==> src/rtl/dma_swap_sig.sv <==
module dma_swap_sig #(
  parameter int          DATA_W   = 32,
  parameter logic [31:0] CRC_POLY = 32'h04C11DB7,
  parameter logic [31:0] CRC_INIT = 32'hFFFFFFFF
) (
  input  logic              clk,
  input  logic              rst_n,
  input  logic              in_valid,
  output logic              in_ready,
  input  logic [DATA_W-1:0] in_data,
  input  logic              swap_en,
  input  logic              dir_in,
  input  logic              sig_clear,
  output logic              out_valid,
  input  logic              out_ready,
  output logic [DATA_W-1:0] out_data,
  output logic [31:0]       crc_sig,
  output logic [DATA_W-1:0] sum_sig
);
  localparam int NBYTES = DATA_W / 8;

  logic [DATA_W-1:0] swapped, line_word, sig_word, q_data, sum_q, sum_base;
  logic [31:0]       crc_q, crc_base;
  logic              q_valid, accept;

  function automatic logic [31:0] crc_fold(input logic [31:0] c, input logic [DATA_W-1:0] d);
    logic [31:0] r;
    logic        fb;
    r = c;
    for (int i = DATA_W - 1; i >= 0; i--) begin
      fb = r[31] ^ d[i];
      r  = {r[30:0], 1'b0} ^ (fb ? CRC_POLY : 32'h0);
    end
    return r;
  endfunction

  for (genvar b = 0; b < NBYTES; b++) begin : g_lane
    assign swapped[8*b +: 8] = in_data[8*(NBYTES-1-b) +: 8];
  end

  assign line_word = swap_en ? swapped : in_data;
  assign sig_word  = dir_in ? in_data : line_word;
  assign in_ready  = ~q_valid | out_ready;
  assign accept    = in_valid & in_ready;
  assign crc_base  = sig_clear ? CRC_INIT : crc_q;
  assign sum_base  = sig_clear ? '0 : sum_q;

  always_ff @(posedge clk) begin
    if (!rst_n) begin
      q_valid <= 1'b0;
      q_data  <= '0;
      crc_q   <= CRC_INIT;
      sum_q   <= '0;
    end else begin
      if (in_ready) q_valid <= in_valid;
      if (accept) begin
        q_data <= line_word;
        crc_q  <= crc_fold(crc_base, sig_word);
        sum_q  <= sum_base + sig_word;
      end else if (sig_clear) begin
        crc_q <= CRC_INIT;
        sum_q <= '0;
      end
    end
  end

  assign out_valid = q_valid;
  assign out_data  = q_data;
  assign crc_sig   = crc_q;
  assign sum_sig   = sum_q;

  AST_OUT_HOLD: assert property (@(posedge clk) disable iff (!rst_n)
    out_valid && !out_ready |=> out_valid && $stable(out_data));
  AST_ACCEPT_SHOWS: assert property (@(posedge clk) disable iff (!rst_n)
    in_valid && in_ready |=> out_valid);
  AST_PLAIN_PASS: assert property (@(posedge clk) disable iff (!rst_n)
    in_valid && in_ready && !swap_en |=> out_data == $past(in_data));
  AST_SIG_IDLE: assert property (@(posedge clk) disable iff (!rst_n)
    !(in_valid && in_ready) && !sig_clear |=> $stable(crc_sig) && $stable(sum_sig));
  AST_CLEAR_INIT: assert property (@(posedge clk) disable iff (!rst_n)
    sig_clear && !(in_valid && in_ready) |=> crc_sig == CRC_INIT && sum_sig == '0);
  AST_SUM_INBOUND: assert property (@(posedge clk) disable iff (!rst_n)
    in_valid && in_ready && !sig_clear && dir_in |=> sum_sig == $past(sum_sig) + $past(in_data));
  AST_DRAIN: assert property (@(posedge clk) disable iff (!rst_n)
    out_valid && out_ready && !in_valid |=> !out_valid);
endmodule

==> config.mk <==
export PLATFORM = sky130hd
export DESIGN_NAME = dma_swap_sig
export DESIGN_NICKNAME = d
export VERILOG_FILES = /design/src/rtl/dma_swap_sig.sv
export SDC_FILE = /design/constraint.sdc
export NUM_CORES = 1
export LEC_CHECK = 0
export BUFFER_PORTS_ARGS = -buffer_cell sky130_fd_sc_hd__buf_4
export CAP_MARGIN = 25
export CORE_ASPECT_RATIO = 0.9
export CORE_UTILIZATION = 35
export CTS_CLUSTER_DIAMETER = 50
export DETAILED_ROUTE_END_ITERATION = 10
export GPL_ROUTABILITY_DRIVEN = 0
export SLEW_MARGIN = 20
export SYNTH_ARGS = -nofsm -noshare
export SYNTH_HDL_FRONTEND = slang
export SYNTH_SLANG_ARGS = --single-unit
==> constraint.sdc <==
create_clock -name clk -period 5.2 [get_ports clk]
set_input_delay 0.52 -clock clk [delete_from_list [all_inputs] [get_ports clk]]
set_output_delay 0.52 -clock clk [all_outputs]
set_load 0.01 [all_outputs]
### Word-level counts from Yosys, hierarchy flattened

Cells that the tools add are included.

| storage, ports and cells | value |
|---|---|
| bits in read-only memories | 0 |
| word-level logic and storage cells | 110 |
| bits in registers | 97 |
| memories | 0 |
| latch bits | 0 |
| memory bits (writable) | 0 |
| output and inout bits | 98 |

| cells by class | value |
|---|---|
| magnitude comparators | 0 |
| reduce and logical (&&, ||, !) cells | 0 |
| muxes and demuxes | 38 |
| divide/modulo/power cells | 0 |
| bitwise logic cells | 67 |
| eq/ne operators | 0 |
| add/sub/neg operators | 1 |
| shift operators | 0 |
| multipliers | 0 |

Operator list:

| operator | count |
|---|---|
| 32-bit by 27-bit bitwise XOR with 32-bit output | 32 |
| 27-bit two-way mux | 32 |
| 32-bit two-way mux | 6 |
| 32-bit adder | 1 |
| 1-bit bitwise XOR | 32 |
| 1-bit AND | 1 |
| 1-bit inverter | 1 |
| 1-bit bitwise OR | 1 |

### Longest topological paths before layout

Gate-level depths: netlist of the first run.

| depth | value |
|---|---|
| depth after elaboration | 99 |
| depth in mapped cells | 25 |
| depth with buffers taken out | 20 |

### Worst setup path after synthesis of the first run

No wires, ideal clock.

| timing | value |
|---|---|
| kind | input -> register |
| start | input sig_clear |
| end | register sum_q[31], in the netlist sum_sig[31] |
| required time | 5072 ps |
| arrival time | 5150 ps |
| buffers on the path | 5 |
| setup time | 128 ps |
| stages | 22 |
| path slack | -77 ps |
| path through | clkbuf_1 -> clkbuf_1 -> buf_1 -> clkbuf_1 -> clkbuf_1 -> nand2b_1 -> inv_1 -> ha_1 -> a21o_1 -> a21oi_1 -> o21ai_0 -> a21oi_1 -> o21ai_0 -> a2111oi_0 -> o21a_1 -> o21ai_0 -> and3_1 -> o41ai_1 -> o21ai_0 -> mux2i_1 -> xnor2_1 -> nor2_1 |

| between the ends | value |
|---|---|
| word-level cells in the longest chain between the ends | 3 |

RTL lines:

| item | line | text |
|---|---|---|
| from (decl) | 13 | `input logic sig_clear,` |
| 32-bit two-way mux (*) | -- |  |
| 32-bit adder | 59 | `sum_q <= sum_base + sig_word;` |
| 32-bit two-way mux (*) | 56 | `if (accept) begin` |
| to (signal assigned) | 59 |  |
| to (decl) | 22 | `logic [DATA_W-1:0] swapped, line_word, sig_word, q_data, sum_q, sum_base;` |

Every way passes the cells marked *; elsewhere a longest branch is shown, timed or not.
A chain may end at the register's enable or synchronous reset.

### Worst setup path in the final report of the first run

| timing | value |
|---|---|
| start | input dir_in |
| end | register crc_q[7], in the netlist crc_sig[7] |

| between the ends | value |
|---|---|
| word-level cells in the longest chain between the ends | 45 |
| elaborated cells between the ends (all ways) | 94 |
| those cells by class | mux: 32; bitwise: 62 |

RTL lines:

| item | line | text |
|---|---|---|
| from (decl) | 12 | `input logic dir_in,` |
| 32-bit two-way mux (*) | 42 | `assign sig_word = dir_in ? in_data : line_word;` |
| 1-bit bitwise XOR | 31 | `fb = r[31] ^ d[i];` |
| 27-bit two-way mux | 32 | `r = {r[30:0], 1'b0} ^ (fb ? CRC_POLY : 32'h0);` |
| 32-bit by 27-bit bitwise XOR with 32-bit output (6 in series) | 32 |  |
| 1-bit bitwise XOR | 31 |  |
| 27-bit two-way mux | 32 |  |
| 32-bit by 27-bit bitwise XOR with 32-bit output (6 in series) | 32 |  |
| 1-bit bitwise XOR | 31 |  |
| [9 not listed] | -- |  |
| 32-bit by 27-bit bitwise XOR with 32-bit output (6 in series) | 32 |  |
| 1-bit bitwise XOR | 31 |  |
| 27-bit two-way mux | 32 |  |
| 32-bit by 27-bit bitwise XOR with 32-bit output (6 in series) | 32 |  |
| 1-bit bitwise XOR | 31 |  |
| 27-bit two-way mux | 32 |  |
| 32-bit by 27-bit bitwise XOR with 32-bit output (*) | 32 |  |
| 32-bit two-way mux (*) | 56 |  |
| to (signal assigned) | 58 | `crc_q <= crc_fold(crc_base, sig_word);` |
| to (decl) | 23 | `logic [31:0] crc_q, crc_base;` |

Marked as above.

==> results of run 1 <==
[cell families after synthesis]
| logic type | after synthesis | synth area share |
|---|---|---|
| DFF | 97 | 0.217 |
| and+or+nand+nor | 267 | 0.138 |
| buffers and inverters | 69 | 0.0325 |
| adders and majority gates | 32 | 0.0456 |
| xor gates and xnor gates | 278 | 0.357 |
| AOI/OAI and AO/OA | 180 | 0.126 |
| muxes | 68 | 0.0838 |
[Yosys cell counts (all sizes together), types with 8 or more instances]
cell      n  area (um^2)
inv      21         78.8
dfxtp    97         1940
nand2b    8         50.1
a211oi   34          255
ha       31          388
clkbuf   34          128
nand2    60          225
mux2     27          323
xor2     57          668
o21ai    40          200
xnor3    16          367
o211ai   14          105
nor2    104          390
nor2b    38          245
buf      14         83.8
nand3     8         40.0
a21o     10         75.1
a21oi    52          260
nor3     22          110
xnor2   200         2030
mux2i    41          427
or3      10         62.6
o21a      8         60.1
[layout make-up]
cell class | count | area, um^2
fillers | 2494 | 14300
clock inverters | 7 | 71.3
flip-flops and latches | 97 | 1940
repair buffers | 177 | 1340
clock buffers | 9 | 225
inverters | 21 | 78.8
multi-input cells | 825 | 6720
well taps | 342 | 428
[cells in the final DEF (no fill, tap or decap), types with 8 or more instances in the layout]
| cell | n |
|---|---|
| xor2_2 | 10 |
| buf_4 | 176 |
| nor2_1 | 104 |
| o21ai_1 | 11 |
| ha_1 | 31 |
| o21ai_0 | 29 |
| xnor3_1 | 11 |
| nor2b_1 | 37 |
| nand3_1 | 8 |
| nand2_1 | 59 |
| o21a_1 | 8 |
| or3_1 | 10 |
| xnor2_4 | 9 |
| xnor2_2 | 15 |
| mux2i_1 | 39 |
| xor2_1 | 42 |
| a21o_1 | 10 |
| dfxtp_1 | 97 |
| o211ai_1 | 14 |
| a211oi_1 | 34 |
| a21oi_1 | 52 |
| inv_1 | 20 |
| xnor2_1 | 176 |
| mux2_2 | 17 |
| nand2b_1 | 8 |
| clkbuf_16 | 9 |
| nor3_1 | 22 |
[registers in the layout, indices dropped and copies added (netlist names)]
signal and count:
crc_sig 32, out_data 32, out_valid 1, sum_sig 32
[path summary, 6_finish.rpt]
check | from | slack [ns] | to
worst max-delay path | dir_in | 0.53 | crc_sig[7]
worst min-delay path | in_valid | 0.41 | out_valid
worst max register to register | crc_sig[25] | 0.99 | crc_sig[7]
worst min register to register | out_data[7] | 0.50 | out_data[7]
[worst min-delay path, stage by stage]
cell	delay (ns)
buf_4	0.12
inv_1	0.04
a21oi_1	0.05
[metrics by stage]
stage	cell area, um^2	instances	util	setup slack, ns
after floorplan	8950	991	-	0.00632
after global placement	10500	1462	0.418	0.300
after detailed placement	10500	1462	0.418	0.173
after CTS	10800	1478	0.430	0.540
after global routing	10800	1478	0.430	0.224
final	10800	1478	0.430	0.533
[routing by layer]
| layer | vias to the layer above | GRT usage | wire [um] |
|---|---|---|---|
| met4 | 0 | 0.0631 | 576 |
| met1 | 3541 | 0.322 | 13900 |
| met3 | 31 | 0.0317 | 1610 |
| met5 | - | 0 | 0 |
| li1 | 3655 | - | - |
| met2 | 245 | 0.327 | 12200 |
==> results.md, run 1 <==
* Outcome: completed
* RSZ-0062 raised after global routing: no
* TritonCTS clock tree: done
* Die height at 154 um
* Critical Path RT at 5.49 ns
* GRT overflow at 0
* Post-Syn Nets at 1,062
* Sequential-to-total area share from yosys stat at 0.217
* Max Cap Viol at 0
* Post-CTS Setup Repair Bufs at 0
* Post-CTS sizing at 0
* First-pass GRT wire length at roughly 43 mm
* Hold Worst Slack at between 0.4 and 0.5 ns
* Cells after synthesis at 991
* Final period util at 0.897
* # hold bufs at CTS at 0
* Mapped cell area at approximately 0.0089 mm^2
* Vias/cell at just over 5
* I/O pins at about 140
* Iter 0 DRT Violations at between 500 and 600
* Slowest CP cell: xor3_2
* Arrival time at the worst endpoint at between 4 and 5 ns
* Worst-path clk slew at 0.08 ns
* Pins Over Slew Limit at 0
* Max Freq at approximately 210 MHz
* Fin crit period at between 4 and 5 ns
* Worst slew margin at 0.370
* Worst Setup End Kind: flip-flop
* Synth Register Bits at between 90 and 100
* Core area at roughly 0.025 mm^2
* Post-route ant nets at 0
* Crit path launch type: input port
* Post-synth EDFFs at 0
* Initial core utilization at 0.356
* Clock latency on the worst-skew pair at ~0.36 ns
* Cell count along the critical path at 16
* Setup CP Type: input port to flip-flop
* Worst-case clock buffer depth at 2
* DRT Wirelength at between 20 and 30 mm
* Critical-path cell list: buf_4 > nor2b_4 > buf_12 > mux2_4 > xor2_4 > xor2_2 > xor3_1 > xnor2_4 > xnor2_4 > xor3_2 > xnor2_4 > xor2_2 > xor2_2 > xor2_1 > nor2_1 > o21ai_1
* Final Net Count at between 1,000 and 1,500
* Initial antenna violation count at 1
* Port bufs at ~140
* Final TNS setup at 0 ns
* Avg WL per Cell at around 19 um
* Die X at between 150 and 200 um
* Root Driver: clkbuf_16
* Setup violators final at 0
* Synth Flop Type: dfxtp_1
* Worst reg-to-reg path cell count at 13
* First drt pass iteration count at 4
* CTS HTree Levels at 3
* Final Hold Viols at 0
* DR vias at ~7,500
* Syn. warnings at 0
* Cell variety after synth at 60
* Syn-to-layout area delta at 20.8%
* Antenna fix cells at 0
* Synth Area per Inst at 9.03 um^2
* Total track usage at 0.219
* Die area at approximately 0.026 mm^2
* CP max FO at 31
* HP Class: input port to flip-flop
* Post-DP HPWL at approximately 23 mm
* Max incr delay on CP at about 0.65 ns
* Largest net degree at the start of global routing at 87
* DRC violations left at 0
* Total CTS buffers at 9
* Row count at 55
* Share of post-route cells with drive strength above 1 at 0.237
* CP top delay family: XOR/XNOR gates
* Clk sinks at 97
* Hold Crit Depth at 3
* Worst Tran Pin Value at ~0.94 ns
* Async SR Flop Fraction at 0
* Bufs and invs on worst path at 2
* Number of global-route vias before repair at 7,301
* Final Skew at roughly 0.0081 ns
Power of run 1 is not shown: default switching activity piles up to over one toggle a cycle in this logic, so the estimate is an artifact.
==> inputs of run 2 (changes only) <==
Settings changed: CAP_MARGIN 25 to default, CTS_BUF_LIST from default to sky130_fd_sc_hd__clkbuf_2 sky130_fd_sc_hd__clkbuf_4 sky130_fd_sc_hd__clkbuf_8, HOLD_SLACK_MARGIN from default to 0.06.
==> run 2 against run 1 <==
Final area decreased by 0.94%. Clock skew increased by 0.012 ns. Worst hold slack got worse by 0.045 ns. Setup slack improved by 0.027 ns. Core utilization decreased by 0.40 points. Sequential cell count unchanged. Register-to-register slack got worse by 0.02 ns. Fmax increased by 0.57%. Die area unchanged. Critical path depth unchanged. Via count decreased by 0.19%. Sequential share of layout area increased by 0.17 points.
==> results.md, run 2 (synthesis results as in run 1) <==
* Outcome: completed
* HP Class: input port to flip-flop
* Post-DP HPWL at between 20 and 25 mm
* Final Net Count at ~1,200
* RSZ-0062 raised after global routing: no
* Placed cell area at about 0.011 mm^2
* DR vias at around 7,500
* Vias/cell at a little over 5
* I/O pins at between 100 and 150
* Max incr delay on CP at 0.65 ns
* Avg WL per Cell at 19.1 um
* Final period util at 0.892
* Final instance area at about 0.011 mm^2
* First-pass GRT wire length at 43.1 mm
* Pins Over Slew Limit at 0
* Fin crit period at ~4.6 ns
* FILL cells at about 2,500
* Max Cap Viol at 0
* Clock latency on the worst-skew pair at 0.41 ns
* Worst-case clock buffer depth at 2
* Post-CTS sizing at 0
* Critical path origin: dir_in
* Root Driver: clkbuf_8
* CP top delay family: XOR/XNOR gates
* Bufs and invs on worst path at 2
* Post-route ant nets at 0
* Hold Crit Depth at 3
* Crit path launch type: input port
* First drt pass iteration count at 5
* WHS Endpoint: out_valid
* Arrival time at the worst endpoint at approximately 5.0 ns
* Final TNS setup at 0 ns
* Clk sinks at between 90 and 100
* Largest net degree at the start of global routing at 87
* Setup CP Type: input port to flip-flop
* R2R Path End: sum_sig[26]
* Number of global-route vias before repair at around 7,300
* Iter 0 DRT Violations at around 540
* Critical Path RT at between 5 and 6 ns
* Syn-to-layout area delta at 19.7%
* Setup violators final at 0
* Worst-path clk slew at about 0.11 ns
* DRC violations left at 0
* HP Start: in_valid
* Worst reg-to-reg path cell count at 19
* Core area at 0.0251 mm^2
* Critical-path cell list: buf_4 > nor2b_4 > buf_12 > mux2_4 > xor2_4 > xor2_2 > xor3_1 > xnor2_4 > xnor2_4 > xor3_2 > xnor2_4 > xor2_2 > xor2_2 > xor2_1 > nor2_1 > o21ai_1
* R2r startpoint: sum_sig[0]
* DRT Wirelength at 28.2 mm
* Post-CTS Setup Repair Bufs at 0
* Final Skew at ~0.02 ns
* Share of post-route cells with drive strength above 1 at 0.237
* Total track usage at 0.219
* Port bufs at approximately 140
* CTS HTree Levels at 3
* Row count at 55
* Total CTS buffers at 9
* Die area at approximately 0.026 mm^2
* CP max FO at 31
* TritonCTS clock tree: done
* Worst Tran Pin Value at between 0.9 and 1 ns
* Setup WS pre-CTS at 0.173 ns
* Final Hold Viols at 0
* Die height at around 150 um
* Die X at 171 um
* Final worst slack at approximately 0.56 ns
* Worst Setup End Kind: flip-flop
* Worst slew margin at 0.374
* Worst reg2reg setup slack at ~0.97 ns
* Commonest non-fill, non-tap cells in the layout: xnor2_1, buf_4, nor2_1
* Antenna fix cells at 0
* Hold Worst Slack at approximately 0.37 ns
* # hold bufs at CTS at 0
* Initial core utilization at 0.356
* Max Freq at 216 MHz
* GRT overflow at 0
* Slowest CP cell: xor3_2
* Initial antenna violation count at 1
==> run 2: metrics by stage <==
step,util,std cells
floorplan,-,991
global placement,0.418,1462
detailed placement,0.418,1462
CTS,0.426,1478
global route,0.426,1478
finish,0.426,1478
==> run 2: area by class of cell <==
cell class / count / area [um^2] / share of cell area
clock buffers: 9 / 124 / 0.0116
clock inverters: 7 / 71.3 / 0.00666
inverters: 21 / 78.8 / 0.00736
multi-input cells: 825 / 6720 / 0.628
flip-flops and latches: 97 / 1940 / 0.181
well taps: 342 / 428 / 0.0400
repair buffers: 177 / 1340 / 0.125
==> run 2: worst min-delay path, delay by kind of cell <==
kind	cells	cell delay, ns
buffers and inverters	2	0.16
AOI/OAI and AO/OA	1	0.05
==> run 2: how the worst max path moves through the flow <==
stage / to / slack [ns] / cells past startpoint
floorplan: sum_sig[31] / 0.006 / 22
global placement: crc_sig[7] / 0.30 / 17
detailed placement: crc_sig[10] / 0.17 / 16
CTS: crc_sig[7] / 0.57 / 16
global route: sum_sig[31] / 0.28 / 21
finish: crc_sig[7] / 0.56 / 16
==> run 2: per-layer routing <==
metal  routed length [um]  vias to the layer above  GRT usage
met4                  621                        0     0.0708
met2                12200                      223      0.328
met5                    0                        -          0
li1                     -                     3652          -
met1                13700                     3555      0.320
met3                 1670                       28     0.0278
Power of run 2 is left out for the same reason.
